$ cat config.mk
export PLATFORM = sky130hd
export DESIGN_NAME = dma_prio_arbiter
export DESIGN_NICKNAME = d
export VERILOG_FILES = /design/src/rtl/dma_arb_pkg.sv /design/src/rtl/dma_arb_rotstate.sv /design/src/rtl/dma_arb_order.sv /design/src/rtl/dma_arb_pick.sv /design/src/rtl/dma_prio_arbiter.sv
export SDC_FILE = /design/constraint.sdc
export NUM_CORES = 1
export LEC_CHECK = 0
export BUFFER_PORTS_ARGS = -buffer_cell sky130_fd_sc_hd__buf_2
export CELL_PAD_IN_SITES_DETAIL_PLACEMENT = 1
export CELL_PAD_IN_SITES_GLOBAL_PLACEMENT = 2
export CORE_ASPECT_RATIO = 0.5
export CORE_MARGIN = 2
export CORE_UTILIZATION = 40
export CTS_CLUSTER_DIAMETER = 40
export DETAILED_ROUTE_END_ITERATION = 6
export GPL_ROUTABILITY_DRIVEN = 0
export HOLD_SLACK_MARGIN = 0.12
export PLACE_DENSITY = 0.83
export SYNTH_ARGS = -nofsm -noshare
export SYNTH_HDL_FRONTEND = slang
export SYNTH_SLANG_ARGS = --single-unit
$ cat constraint.sdc
create_clock -name clk -period 11.9 [get_ports clk]
set_input_delay 1.19 -clock clk [delete_from_list [all_inputs] [get_ports clk]]
set_output_delay 1.19 -clock clk [all_outputs]
set_load 0.03 [all_outputs]
$ cat src/rtl/dma_arb_pkg.sv
package dma_arb_pkg;

  localparam int NUM_CH = 4;
  localparam int CH_W   = $clog2(NUM_CH);

  typedef logic [CH_W-1:0] ch_t;
  // index 0 carries the highest priority
  typedef ch_t [NUM_CH-1:0] order_t;

  typedef enum logic [1:0] {
    PRI_FIXED_A = 2'b00,
    PRI_FIXED_B = 2'b01,
    PRI_RR_SEL  = 2'b10,
    PRI_RR_ALL  = 2'b11
  } pri_mode_e;

  function automatic order_t identity_order();
    order_t o;
    for (int i = 0; i < NUM_CH; i++) o[i] = ch_t'(i);
    return o;
  endfunction

endpackage

$ cat src/rtl/dma_arb_rotstate.sv
module dma_arb_rotstate
  import dma_arb_pkg::*;
(
  input  logic   clk,
  input  logic   rst_n,
  input  logic   clr_i,
  input  logic   upd_i,
  input  ch_t    upd_ch_i,
  output order_t rot_o
);

  order_t rot_q;
  order_t rot_d;
  logic   rot_en;

  always_comb begin
    int j;
    rot_d  = rot_q;
    rot_en = clr_i | upd_i;
    j      = 0;
    if (clr_i) begin
      rot_d = identity_order();
    end else if (upd_i) begin
      for (int i = 0; i < NUM_CH; i++) begin
        if (rot_q[i] != upd_ch_i && j < NUM_CH - 1) begin
          rot_d[j] = rot_q[i];
          j++;
        end
      end
      rot_d[NUM_CH-1] = upd_ch_i;
    end
  end

  always_ff @(posedge clk or negedge rst_n) begin
    if (!rst_n) begin
      rot_q <= identity_order();
    end else if (rot_en) begin
      rot_q <= rot_d;
    end
  end

  assign rot_o = rot_q;


  rot_hold_chk: assert property (@(posedge clk) disable iff (!rst_n)
    (!upd_i && !clr_i) |=> $stable(rot_q));


  rot_tail_chk: assert property (@(posedge clk) disable iff (!rst_n)
    (upd_i && !clr_i) |=> rot_q[NUM_CH-1] == $past(upd_ch_i));


  rot_clr_chk: assert property (@(posedge clk) disable iff (!rst_n)
    clr_i |=> rot_q == identity_order());

endmodule

$ cat src/rtl/dma_arb_order.sv
module dma_arb_order
  import dma_arb_pkg::*;
(
  input  logic [1:0]        mode_i,
  input  logic [NUM_CH-1:0] sel_i,
  input  order_t            rot_i,
  output order_t            eff_o
);

  order_t rlist;

  always_comb begin
    int k;
    int j;
    rlist = identity_order();
    eff_o = identity_order();
    k     = 0;
    j     = 0;
    case (pri_mode_e'(mode_i))
      PRI_FIXED_A: eff_o = identity_order();
      PRI_FIXED_B: begin
        eff_o[0] = ch_t'(0);
        for (int i = 1; i < NUM_CH - 1; i++) eff_o[i] = ch_t'(i + 1);
        eff_o[NUM_CH-1] = ch_t'(1);
      end
      PRI_RR_ALL: eff_o = rot_i;
      default: begin
        // gather the rotating group in its current rotation order
        for (int i = 0; i < NUM_CH; i++) begin
          if (sel_i[rot_i[i]] && k < NUM_CH) begin
            rlist[k] = rot_i[i];
            k++;
          end
        end
        // group members fill the selected slots, others keep their own
        for (int s = 0; s < NUM_CH; s++) begin
          if (sel_i[s] && j < NUM_CH) begin
            eff_o[s] = rlist[j];
            j++;
          end else begin
            eff_o[s] = ch_t'(s);
          end
        end
      end
    endcase
  end

endmodule

$ cat src/rtl/dma_arb_pick.sv
module dma_arb_pick
  import dma_arb_pkg::*;
(
  input  order_t            eff_i,
  input  logic [NUM_CH-1:0] req_i,
  output logic [NUM_CH-1:0] pick_o
);

  always_comb begin
    pick_o = '0;
    for (int i = NUM_CH - 1; i >= 0; i--) begin
      if (req_i[eff_i[i]]) begin
        pick_o = '0;
        pick_o[eff_i[i]] = 1'b1;
      end
    end
  end

endmodule

$ cat src/rtl/dma_prio_arbiter.sv
module dma_prio_arbiter
  import dma_arb_pkg::*;
(
  input  logic              clk,
  input  logic              rst_n,
  input  logic [NUM_CH-1:0] req_i,
  input  logic [1:0]        pri_mode_i,
  input  logic [NUM_CH-1:0] rr_sel_i,
  input  logic              busy_i,
  input  logic              done_i,
  output logic [NUM_CH-1:0] grant_o,
  output logic [NUM_CH-1:0] done_ch_o
);

  logic [1:0]        mode_q;
  logic [NUM_CH-1:0] sel_q;
  logic [NUM_CH-1:0] grant_q, grant_d;
  logic [NUM_CH-1:0] done_ch_q, done_ch_d;
  logic [NUM_CH-1:0] pick;
  logic              cfg_chg;
  logic              hold;
  logic              rot_upd;
  ch_t               gch;
  order_t            rot_q, rot_eff, eff;

  assign cfg_chg = (pri_mode_i != mode_q) || (rr_sel_i != sel_q);
  assign rot_eff = cfg_chg ? identity_order() : rot_q;
  assign hold    = busy_i && (|grant_q);

  dma_arb_rotstate u_rot (
    .clk      (clk),
    .rst_n    (rst_n),
    .clr_i    (cfg_chg),
    .upd_i    (rot_upd),
    .upd_ch_i (gch),
    .rot_o    (rot_q)
  );

  dma_arb_order u_order (
    .mode_i (pri_mode_i),
    .sel_i  (rr_sel_i),
    .rot_i  (rot_eff),
    .eff_o  (eff)
  );

  dma_arb_pick u_pick (
    .eff_i  (eff),
    .req_i  (req_i),
    .pick_o (pick)
  );

  always_comb begin
    gch = '0;
    for (int i = 0; i < NUM_CH; i++) begin
      if (grant_q[i]) gch = ch_t'(i);
    end
  end

  always_comb begin
    rot_upd = 1'b0;
    if (done_i && (|grant_q)) begin
      if (pri_mode_e'(pri_mode_i) == PRI_RR_ALL) rot_upd = 1'b1;
      else if (pri_mode_e'(pri_mode_i) == PRI_RR_SEL) rot_upd = rr_sel_i[gch];
    end
  end

  always_comb begin
    if (done_i)    grant_d = '0;
    else if (hold) grant_d = grant_q;
    else           grant_d = pick;
    done_ch_d = done_i ? grant_q : '0;
  end

  always_ff @(posedge clk or negedge rst_n) begin
    if (!rst_n) begin
      grant_q   <= '0;
      done_ch_q <= '0;
      mode_q    <= '0;
      sel_q     <= '0;
    end else begin
      grant_q   <= grant_d;
      done_ch_q <= done_ch_d;
      mode_q    <= pri_mode_i;
      sel_q     <= rr_sel_i;
    end
  end

  assign grant_o   = grant_q;
  assign done_ch_o = done_ch_q;


  grant_onehot_chk: assert property (@(posedge clk) disable iff (!rst_n)
    $onehot0(grant_q));


  grant_req_chk: assert property (@(posedge clk) disable iff (!rst_n)
    ((|grant_q) && !$past(done_i) && !($past(busy_i) && (|$past(grant_q))))
      |-> (|(grant_q & $past(req_i))));


  grant_hold_chk: assert property (@(posedge clk) disable iff (!rst_n)
    (busy_i && (|grant_q) && !done_i) |=> grant_q == $past(grant_q));


  done_release_chk: assert property (@(posedge clk) disable iff (!rst_n)
    done_i |=> (grant_q == '0) && (done_ch_q == $past(grant_q)));

endmodule

==> impl_metrics.csv <==
group,metric,value,unit
sta,tightest_slew,842.9,ps
yosys,yosysWarningCount,0,
route,drtAntennaViolNets,0,
power,pwr-share-clk,32.7,%
route,drtIter0Drc,235,
global_route,antenna_found_initial,0,
cts,clock-sinks,22,
yosys,async_flop_share,100.0,%
route,drc,0,
route,num_vias,2865,
power,sw_frac_of_total,36.37,%
route,drt-wirelength-per-cell,21.07,µm
cts,worstSkewPairLatency,260,ps
yosys,avgSynthCellArea,8.136,µm²
route,routed_wl,9.754,mm
global_route,track_usage,25.12,%
yosys,synth_top_area_share,15.13,%
setup_path,start_kind,"input port",
placed_design,dp_slack,6031,ps
sta,finalHoldViolCount,0,
die,row_count,22,
power,p_comb_share,38.4,%
route,viasPerCell,6.188,
cts,cts_root_buffer,"clkbuf_16",
cts,postCtsSetupBuffers,0,
sta,timing.final.ws_setup,6220,ps
finish,antenna_cells,0,
sta,finalSetupTns,0,ps
die,io_pins,22,
power,power_density,93.64,mW/mm²
die,start_util,40.98,%
cts,cts_tree,"built",
placed_design,port_buffers,21,
yosys,synthCells,366,
finish,final_common_cell,"nor2_1",
yosys,ys_seq_elements,22,
yosys,synth_top_area_cell,"dfrtp_1",
power,total_leakage_power,1.360,nW
power,p_switching,108.0,µW
die,dieWidth,126.0,µm
die,core_area,0.007267,mm²
sta,post-route-period-util,47.73,%
global_route,grt_max_degree,23,
setup_path,critPathArrivalTime,5820,ps
status,status,"finished clean",
placed_design,dp_hpwl,7.585,mm
setup_path,end_kind,"register",
global_route,grt_overflow_total,0,
power,p_seq_share,28.9,%
finish,nNetsFinal,391,
finish,area_growth,6.471,%
die,die-area,0.008193,mm²
sta,setup_viol,0,
setup_path,worst_ep_required_time,12040,ps
sta,relSlewSlack,43.60,%
worst_hold_path,hold_class,"reg2reg",
finish,fillers,906,
yosys,ys.flop_type,"dfrtp_1",
route,dr.pass1.iters,4,
cts,cts_buffers,3,
sta,period_needed,5680,ps
power,cell_internal_pwr,188.9,µW
finish,drive_gt1_share,17.71,%
yosys,synth.distinct_cells,81,
yosys,synth_area,0.002978,mm²
die,dieHeight,65.01,µm
yosys,synth_edf_count,0,
sta,rsz0062_at_grt,"false",
cts,htreeDepth,1,
cts,path_clk_slew,60,ps
yosys,synth.net_count,389,
yosys,ys_top_cells_by_area,"dfrtp_1 (15%), mux2i_1 (7.7%), nor2_1 (4.4%)",
finish,layout.cells.most_common_list,"nor2_1 (35), nand2_1 (28), inv_1 (26)",
sta,slew_violations,0,
flow_run,max-cap-violations,0,
power,ir_drop,0.04972,mV
setup_path,path_class,"in2reg",
cts,hold_buffers,0,
cts,cts_buffer_depth,2,
global_route,grt_pass1_vias,3035,
setup_path,worstPathMaxFanout,20,
global_route,grt_pass1_wl,16.38,mm
sta,clock.fmax,0.1760,GHz
cts,cts_resized,0,
yosys,seq_area_frac_synth,18.66,%
setup_path,ff2ff_setup_slack,7080,ps
sta,finalClockSkew,4.762,ps
[final cells by class]
cell class / instances / area [µm²] / share of cell area [%]
Clock buffer: 3 / 75.07 / 2.368
Clock inverter: 1 / 30.03 / 0.9471
Inverter: 26 / 97.59 / 3.078
Multi-Input combinational cell: 294 / 2187 / 68.98
Sequential cell: 22 / 555.5 / 17.52
Tap cell: 96 / 120.1 / 3.788
Timing Repair Buffer: 21 / 105.1 / 3.315
[cells by family after synthesis]
kind of cell    Yosys count  synth area share, %
xor+xnor                 11                6.261
compound gates          122                30.63
mux                      30                10.50
fa+ha+maj                 9                4.034
simple gates            122                22.02
flops                    22                18.66
buf+inv                  50                7.899
[power groups by stage]
stage               Clock (mW)  Sequential (mW)  Combinational, mW
floorplan                    0           0.0883             0.0835
CTS                     0.0993           0.0857              0.114
detailed placement           0           0.0871              0.113
global route             0.103           0.0867              0.126
global placement             0           0.0871              0.108
finish                  0.0970           0.0857              0.114
[Yosys cell counts (all sizes together) (3+ instances only)]
cell type and n:
nand2 29, nor3 10, dfstp 4, nor4 7
ha 8, o21a 6, a211oi 8, xnor2 7
o21ai 22, o211ai 4, nand3b 3, o221ai 3
nor2b 3, a31oi 9, a22oi 3, buf 12
nand3 10, and3 3, a21o 4, or4 4
dfrtp 18, inv 26, xor2 4, nor2 35
o31a 4, o31ai 4, and2 8, a22o 3
o21bai 3, clkbuf 12, a21boi 3, mux2i 23
a21oi 22, mux2 7
[final timing paths]
kind	end	startpoint	depth (start not counted)
setup / recovery	grant_o[0]$_DFFE_PN0P_	rr_sel_i[2]	17
hold / removal	done_ch_o[0]$_DFF_PN0_	grant_o[0]$_DFFE_PN0P_	1
setup reg to reg	grant_o[0]$_DFFE_PN0P_	sel_q[0]$_DFF_PN0_	16
hold reg to reg	done_ch_o[0]$_DFF_PN0_	grant_o[0]$_DFFE_PN0P_	1
max in group asynchronous	u_rot.rot_o[7]$_DFFE_PN1P_	rst_n	1
min in group asynchronous	sel_q[0]$_DFF_PN0_	rst_n	1
[per-stage QoR]
step	hold WS, ps	total power, mW	cell area, µm²	util (%)	cells
floorplan	482.7	0.1718	2978	-	366
global placement	535.4	0.1949	3065	42.18	459
detailed placement	529.9	0.2000	3065	42.18	459
CTS	559.6	0.2987	3171	43.63	463
global route	588.7	0.3153	3171	43.63	463
finish	555.9	0.2969	3171	43.63	463
[per-layer routing]
| layer | global-route usage [%] | part of all wire [%] | vias to the layer above |
|---|---|---|---|
| li1 | - | - | 1360 |
| met1 | 35.86 | 50 | 1424 |
| met2 | 38.98 | 44 | 73 |
| met3 | 5.698 | 5.5 | 8 |
| met4 | 4.945 | 0.82 | 0 |
| met5 | 0 | 0 | - |
[registers in the layout, indices dropped and copies added, names as in the netlist]
signal and cells:
mode_q 2, u_rot.rot_o 8, done_ch_o 4, sel_q 4, grant_o 4
[critical path, stage by stage]
cell      delay (ps)
buf_2            380
xnor2_4          140
nand4_1          190
or2_1            560
o31ai_1          150
a211o_1          360
ha_1             410
inv_1            130
nor4_2           450
o21bai_1         230
a21oi_1          280
mux2i_1          160
o21ai_2          280
mux2i_1          320
mux2i_1          150
a311oi_2         310
a211oi_2         110
No activity file was read; power rests on OpenSTA's default activity.
